File: config.mk
export PLATFORM = sky130hd
export DESIGN_NAME = i2c_irq_dma
export DESIGN_NICKNAME = d
export VERILOG_FILES = /design/src/rtl/i2c_irq_dma_pkg.sv /design/src/rtl/i2c_irq_dma_status.sv /design/src/rtl/i2c_irq_dma_cfg.sv /design/src/rtl/i2c_irq_dma_vector.sv /design/src/rtl/i2c_irq_dma.sv
export SDC_FILE = /design/constraint.sdc
export NUM_CORES = 1
export LEC_CHECK = 0
export ABC_CLOCK_PERIOD_IN_PS = 890
export BUFFER_PORTS_ARGS = -buffer_cell sky130_fd_sc_hd__buf_2
export CORE_ASPECT_RATIO = 0.8
export CORE_MARGIN = 4
export CORE_UTILIZATION = 46
export DETAILED_ROUTE_END_ITERATION = 8
export PLACE_DENSITY = 0.75
export SYNTH_ARGS = -nofsm -noshare
export SYNTH_HDL_FRONTEND = slang
export SYNTH_SLANG_ARGS = --single-unit
File: constraint.sdc
create_clock -name clk -period 0.89 [get_ports clk]
set_input_delay 0.0445 -clock clk [delete_from_list [all_inputs] [get_ports clk]]
set_output_delay 0.0445 -clock clk [all_outputs]
set_load 0.05 [all_outputs]
File: src/rtl/i2c_irq_dma_pkg.sv
package i2c_irq_dma_pkg;

  typedef enum logic [2:0] {
    OFF_STAT   = 3'd0,
    OFF_IE     = 3'd1,
    OFF_VEC    = 3'd2,
    OFF_DMA    = 3'd3,
    OFF_TEST   = 3'd4,
    OFF_SYSCFG = 3'd5,
    OFF_CTL    = 3'd6
  } reg_off_e;

  localparam int unsigned STAT_W    = 16;
  localparam int unsigned IE_W      = 6;
  localparam int unsigned BIT_RRDY  = 3;
  localparam int unsigned BIT_XRDY  = 4;
  localparam logic [15:0] SW_CLR_MASK = 16'h0027;
  localparam logic [15:0] FORCE_MASK  = 16'h003F;
  localparam logic [15:0] TEST_KEEP   = 16'hF80F;

  // enable bits kept by a mask write for each layout
  function automatic logic [IE_W-1:0] ie_keep(input bit legacy);
    return legacy ? 6'h1F : 6'h3F;
  endfunction

  // index+1 of lowest set bit, 0 when none
  function automatic logic [4:0] low_code(input logic [STAT_W-1:0] v);
    logic [4:0] c;
    c = 5'd0;
    for (int i = STAT_W - 1; i >= 0; i--) begin
      if (v[i]) c = 5'(i + 1);
    end
    return c;
  endfunction

endpackage

File: src/rtl/i2c_irq_dma_status.sv
module i2c_irq_dma_status
  import i2c_irq_dma_pkg::*;
(
  input  logic              clk,
  input  logic              rst_n,
  input  logic              soft_rst,
  input  logic [STAT_W-1:0] set_vec,
  input  logic [STAT_W-1:0] clr_vec,
  output logic [STAT_W-1:0] stat_q
);
  always_ff @(posedge clk) begin
    if (!rst_n || soft_rst) stat_q <= '0;
    else                    stat_q <= (stat_q & ~clr_vec) | set_vec;
  end
endmodule

File: src/rtl/i2c_irq_dma_cfg.sv
module i2c_irq_dma_cfg
  import i2c_irq_dma_pkg::*;
#(
  parameter bit LEGACY = 1'b0
) (
  input  logic            clk,
  input  logic            rst_n,
  input  logic            soft_rst,
  input  logic            ie_we,
  input  logic            dma_we,
  input  logic            test_we,
  input  logic [15:0]     wdata,
  output logic [IE_W-1:0] ie_q,
  output logic [1:0]      dma_q,
  output logic [15:0]     test_q
);
  localparam logic [IE_W-1:0] KEEP = ie_keep(LEGACY);

  always_ff @(posedge clk) begin
    if (!rst_n || soft_rst) begin
      ie_q   <= '0;
      dma_q  <= '0;
      test_q <= '0;
    end else begin
      if (ie_we) ie_q <= wdata[IE_W-1:0] & KEEP;
      if (dma_we) begin
        dma_q <= {wdata[15], wdata[7]};
        if (wdata[15]) ie_q[BIT_RRDY] <= 1'b0;
        if (wdata[7])  ie_q[BIT_XRDY] <= 1'b0;
      end
      if (test_we) test_q <= wdata & TEST_KEEP;
    end
  end
endmodule

File: src/rtl/i2c_irq_dma_vector.sv
module i2c_irq_dma_vector
  import i2c_irq_dma_pkg::*;
(
  input  logic [STAT_W-1:0] pend,
  output logic [4:0]        code,
  output logic [STAT_W-1:0] pick
);
  always_comb begin
    code = low_code(pend);
    pick = '0;
    if (code != 5'd0) pick[code - 5'd1] = 1'b1;
  end
endmodule

File: src/rtl/i2c_irq_dma.sv
module i2c_irq_dma
  import i2c_irq_dma_pkg::*;
#(
  parameter bit LEGACY = 1'b0
) (
  input  logic        clk,
  input  logic        rst_n,
  input  logic [15:0] stat_set,
  input  logic        reg_wr,
  input  logic        reg_rd,
  input  logic [2:0]  reg_addr,
  input  logic [15:0] reg_wdata,
  output logic [15:0] reg_rdata,
  output logic        reg_rvalid,
  output logic        irq,
  output logic        drq_rx,
  output logic        drq_tx,
  output logic        sw_reset
);
  logic [STAT_W-1:0] stat_q, pend, pick, vec_clr, wr_clr, force_set, set_all;
  logic [IE_W-1:0]   ie_q;
  logic [1:0]        dma_q;
  logic [15:0]       test_q;
  logic [4:0]        vec_code;
  logic              soft_rst, vec_rd, sw_reset_q;
  logic [15:0]       rdata_q;
  logic              rvalid_q;

  assign pend    = stat_q & {{(STAT_W-IE_W){1'b0}}, ie_q};
  assign vec_rd  = LEGACY && reg_rd && (reg_addr == OFF_VEC);
  assign vec_clr = vec_rd ? pick : '0;
  assign wr_clr  = (!LEGACY && reg_wr && reg_addr == OFF_STAT) ? (reg_wdata & SW_CLR_MASK) : '0;
  assign force_set = (!LEGACY && reg_wr && reg_addr == OFF_TEST && reg_wdata[11]) ? FORCE_MASK : '0;
  assign set_all = stat_set | force_set;

  assign soft_rst = LEGACY ? (reg_wr && reg_addr == OFF_CTL && !reg_wdata[15])
                           : (reg_wr && reg_addr == OFF_SYSCFG && reg_wdata[1]);

  i2c_irq_dma_vector u_vec (.pend(pend), .code(vec_code), .pick(pick));

  i2c_irq_dma_status u_stat (
    .clk(clk), .rst_n(rst_n), .soft_rst(soft_rst),
    .set_vec(set_all), .clr_vec(vec_clr | wr_clr), .stat_q(stat_q)
  );

  i2c_irq_dma_cfg #(.LEGACY(LEGACY)) u_cfg (
    .clk(clk), .rst_n(rst_n), .soft_rst(soft_rst),
    .ie_we(reg_wr && reg_addr == OFF_IE),
    .dma_we(reg_wr && reg_addr == OFF_DMA),
    .test_we(reg_wr && reg_addr == OFF_TEST),
    .wdata(reg_wdata), .ie_q(ie_q), .dma_q(dma_q), .test_q(test_q)
  );

  always_ff @(posedge clk) begin
    if (!rst_n) begin
      rdata_q    <= '0;
      rvalid_q   <= 1'b0;
      sw_reset_q <= 1'b0;
    end else begin
      rvalid_q   <= reg_rd;
      sw_reset_q <= soft_rst;
      if (reg_rd) begin
        case (reg_addr)
          OFF_STAT: rdata_q <= stat_q;
          OFF_IE:   rdata_q <= {{(16-IE_W){1'b0}}, ie_q};
          OFF_VEC:  rdata_q <= LEGACY ? {11'd0, vec_code} : 16'd0;
          OFF_DMA:  rdata_q <= {dma_q[1], 7'd0, dma_q[0], 7'd0};
          OFF_TEST: rdata_q <= test_q;
          default:  rdata_q <= 16'd0;
        endcase
      end
    end
  end

  assign reg_rdata  = rdata_q;
  assign reg_rvalid = rvalid_q;
  assign sw_reset   = sw_reset_q;
  assign irq        = |pend;
  assign drq_rx     = dma_q[1] & stat_q[BIT_RRDY];
  assign drq_tx     = dma_q[0] & stat_q[BIT_XRDY];
endmodule

==> metrics <==
outcome finished with violations; violated checks negative setup slack; Setup WS post-layout -0.2814 ns; First-pass DRT Iterations 4; routed wire length 5803 um; grt total ovfl 0; Synth area leaders dfxtp_1, mux2i_1, nor2_1; final setup violation count 6; # nets final 366; fin crit share 131.6%; post-synth top area cell dfxtp_1; R2R Setup Slk -0.20 ns; top-area cell type share of the netlist area 48.26%; mean post-synth cell area 9.445 um^2; clock latency on the worst-skew pair 0.30 ns; Ports 60; power share of the sequential group 52.9%; Root Buffer clkbuf_8; Finished Layout Cells 385; Die Footprint 5755 um^2; kind of critical path register to primary output; Post-route DRC 0; GRT Total Usage 20.62%; Slew headroom 75.68%; clock-pin transition on the worst setup and hold timing paths 0.09 ns; share of layout cells above drive strength 1 43.60%; maximum level of the CTS H-tree 2; Hold Path Depth 3; number of port buffers 55; CTS Buf Count 5; YS warnings 0; post-layout min period 1.171 ns; Seq cells post-synth 51; most frequent cells in the layout nor2_1, buf_2, buf_4; Synth Flop Type dfxtp_1; DR iter-0 viols 127; r2r startpoint u_cfg.ie_q[1]; synth-to-layout area growth 53.22%; max-cap violation count 0; crit path from u_cfg.ie_q[1]; drt wl/cell 15.07 um; Core Rows 21; Post-Place Worst Slack -0.2787 ns; initial core utilization 49.10%; Crit path required time 0.85 ns; area of the core 4309 um^2; largest net degree at the start of global routing 28; number of global-route vias before repair 1,874; Hold Startpoint reg_wdata[11]; power density over the cells 1416 nW/um^2; final hold vios 0; first-pass GRT wire length 9204 um; Mapped Nets 263; maximum vdd ir drop 0.001251 V; cell area after synthesis 2116 um^2; RSZ-0062 raised after global routing yes; number of synthesized flops with an enable pin 0; LEAKAGE 1.371 nW; Int Power 3.448 mW; RePlAce Congestion 0.8005; synthesized instance count 224; Setup Skew 0.005431 ns; CTS sink cnt 51; async set-reset flop share out of synthesis 0%; initial antenna violation count 0; clock buffer depth 2; synth unique cells 40; worst slew pin tran 0.3633 ns; worst reg2reg path depth 5; placed instance count 347; Die Ht 68.66 um; vias per cell 5.179; HP Class input port to register; P_sw 1.143 mW; # diodes 0; Pwr Total 4.590 mW; crit path launch type register; hpwl dp 3919 um; via count 1,994; CP endpoint kind primary output; Crit Reg-Reg Endpoint reg_rdata[1]; Die Span X 83.83 um; Worst Path Arrival 1.13 ns; commonest non-fill, non-tap cell in the layout nor2_1; sw frac 24.89%; Hold EP u_stat.stat_q[4]; max-slew violations 0; hold_ws 0.04271 ns; CTS tree built; Max FO, Critical Path 2; max frequency 853.7 MHz; register area share after synthesis 48.26%; Clock Power Share 31.7%; Logic pwr share 15.3%; Final ANT Viol Nets 0
==> per-stage QoR <==
stage	cell area (um^2)	utilization, %	TNS, ns
detailed placement	2604	60.42	-10.60
floorplan	2158	-	-0.2428
global route	3242	75.23	-1.280
finish	3242	75.23	-0.9469
CTS	3124	72.50	-0.7410
global placement	2604	60.42	-8.113
==> cell families after synthesis <==
kind of cell	after synthesis	synth area share [%]
simple gates	87	21.58
flops	51	48.26
compound gates	49	16.38
buf+inv	19	5.263
mux	18	8.516
==> timing repair <==
item / CTS / global route
pin swaps: 8 / 10
gates resized for setup: 55 / 31
setup endpoints to repair: 25 / 27
setup buffers: 2 / 3
gates cloned: 0 / 0
endpoints found under the hold margin: 25 / 0
hold buffers: 25 / 0
==> Yosys cell counts, drive strengths merged (3+ instances only) <==
master    n
dfxtp    51
nor2     38
nand2    19
mux2i    18
a21oi    16
buf      12
nor2b     6
and2      5
inv       5
a21boi    4
a22o      4
a2bb2oi   4
o2bb2ai   4
o31a      4
a211oi    3
a22oi     3
o21ai     3
==> worst max-delay path: stages (launching register included) <==
cell and delay [ns]:
dfxtp_2 0.33, a22oi_2 0.22, nand3_2 0.11, buf_8 0.16
==> flip-flops by register name, indices dropped and copies added, names as in the netlist <==
name,flops
reg_rdata,16
reg_rvalid,1
sw_reset,1
u_cfg.dma_q,2
u_cfg.ie_q,6
u_cfg.test_q,9
u_stat.stat_q,16
==> layer usage <==
metal / track usage, % / up-vias / part of all wire (%) / wire, um
met2: 34.33 / 62 / 48 / 2792
met5: 0 / - / 0 / 0
met3: 4.869 / 7 / 6.1 / 352
met4: 4.819 / 0 / 0.79 / 46
li1: - / 978 / - / -
met1: 27.63 / 947 / 45 / 2611
==> power by group through the flow <==
stage | combinational, mW | clock, mW | sequential (mW)
global placement | 0.534 | 0 | 2.47
floorplan | 0.297 | 0 | 2.49
global route | 0.759 | 1.58 | 2.44
finish | 0.704 | 1.46 | 2.43
detailed placement | 0.549 | 0 | 2.47
CTS | 0.666 | 1.47 | 2.42
==> worst max-delay path by stage <==
stage                       end  slack, ns  cells after the start
3_5_place_dp   u_stat.stat_q[0]      -0.28                      4
5_1_grt                     irq      -0.35                      3
4_1_cts                     irq      -0.29                      3
3_3_place_gp      u_cfg.ie_q[4]      -0.22                      5
2_1_floorplan  u_stat.stat_q[5]      -0.04                      4
6_report                    irq      -0.28                      3
==> area by class of cell <==
cell class	instances	area, um^2
inverters	5	18.77
well taps	57	71.32
fillers	302	1067
clock inverters	1	7.507
clock buffers	7	96.34
repair buffers	110	929.6
multi-input cells	154	1059
flip-flops and latches	51	1060
(Power assumes the default switching activity.)
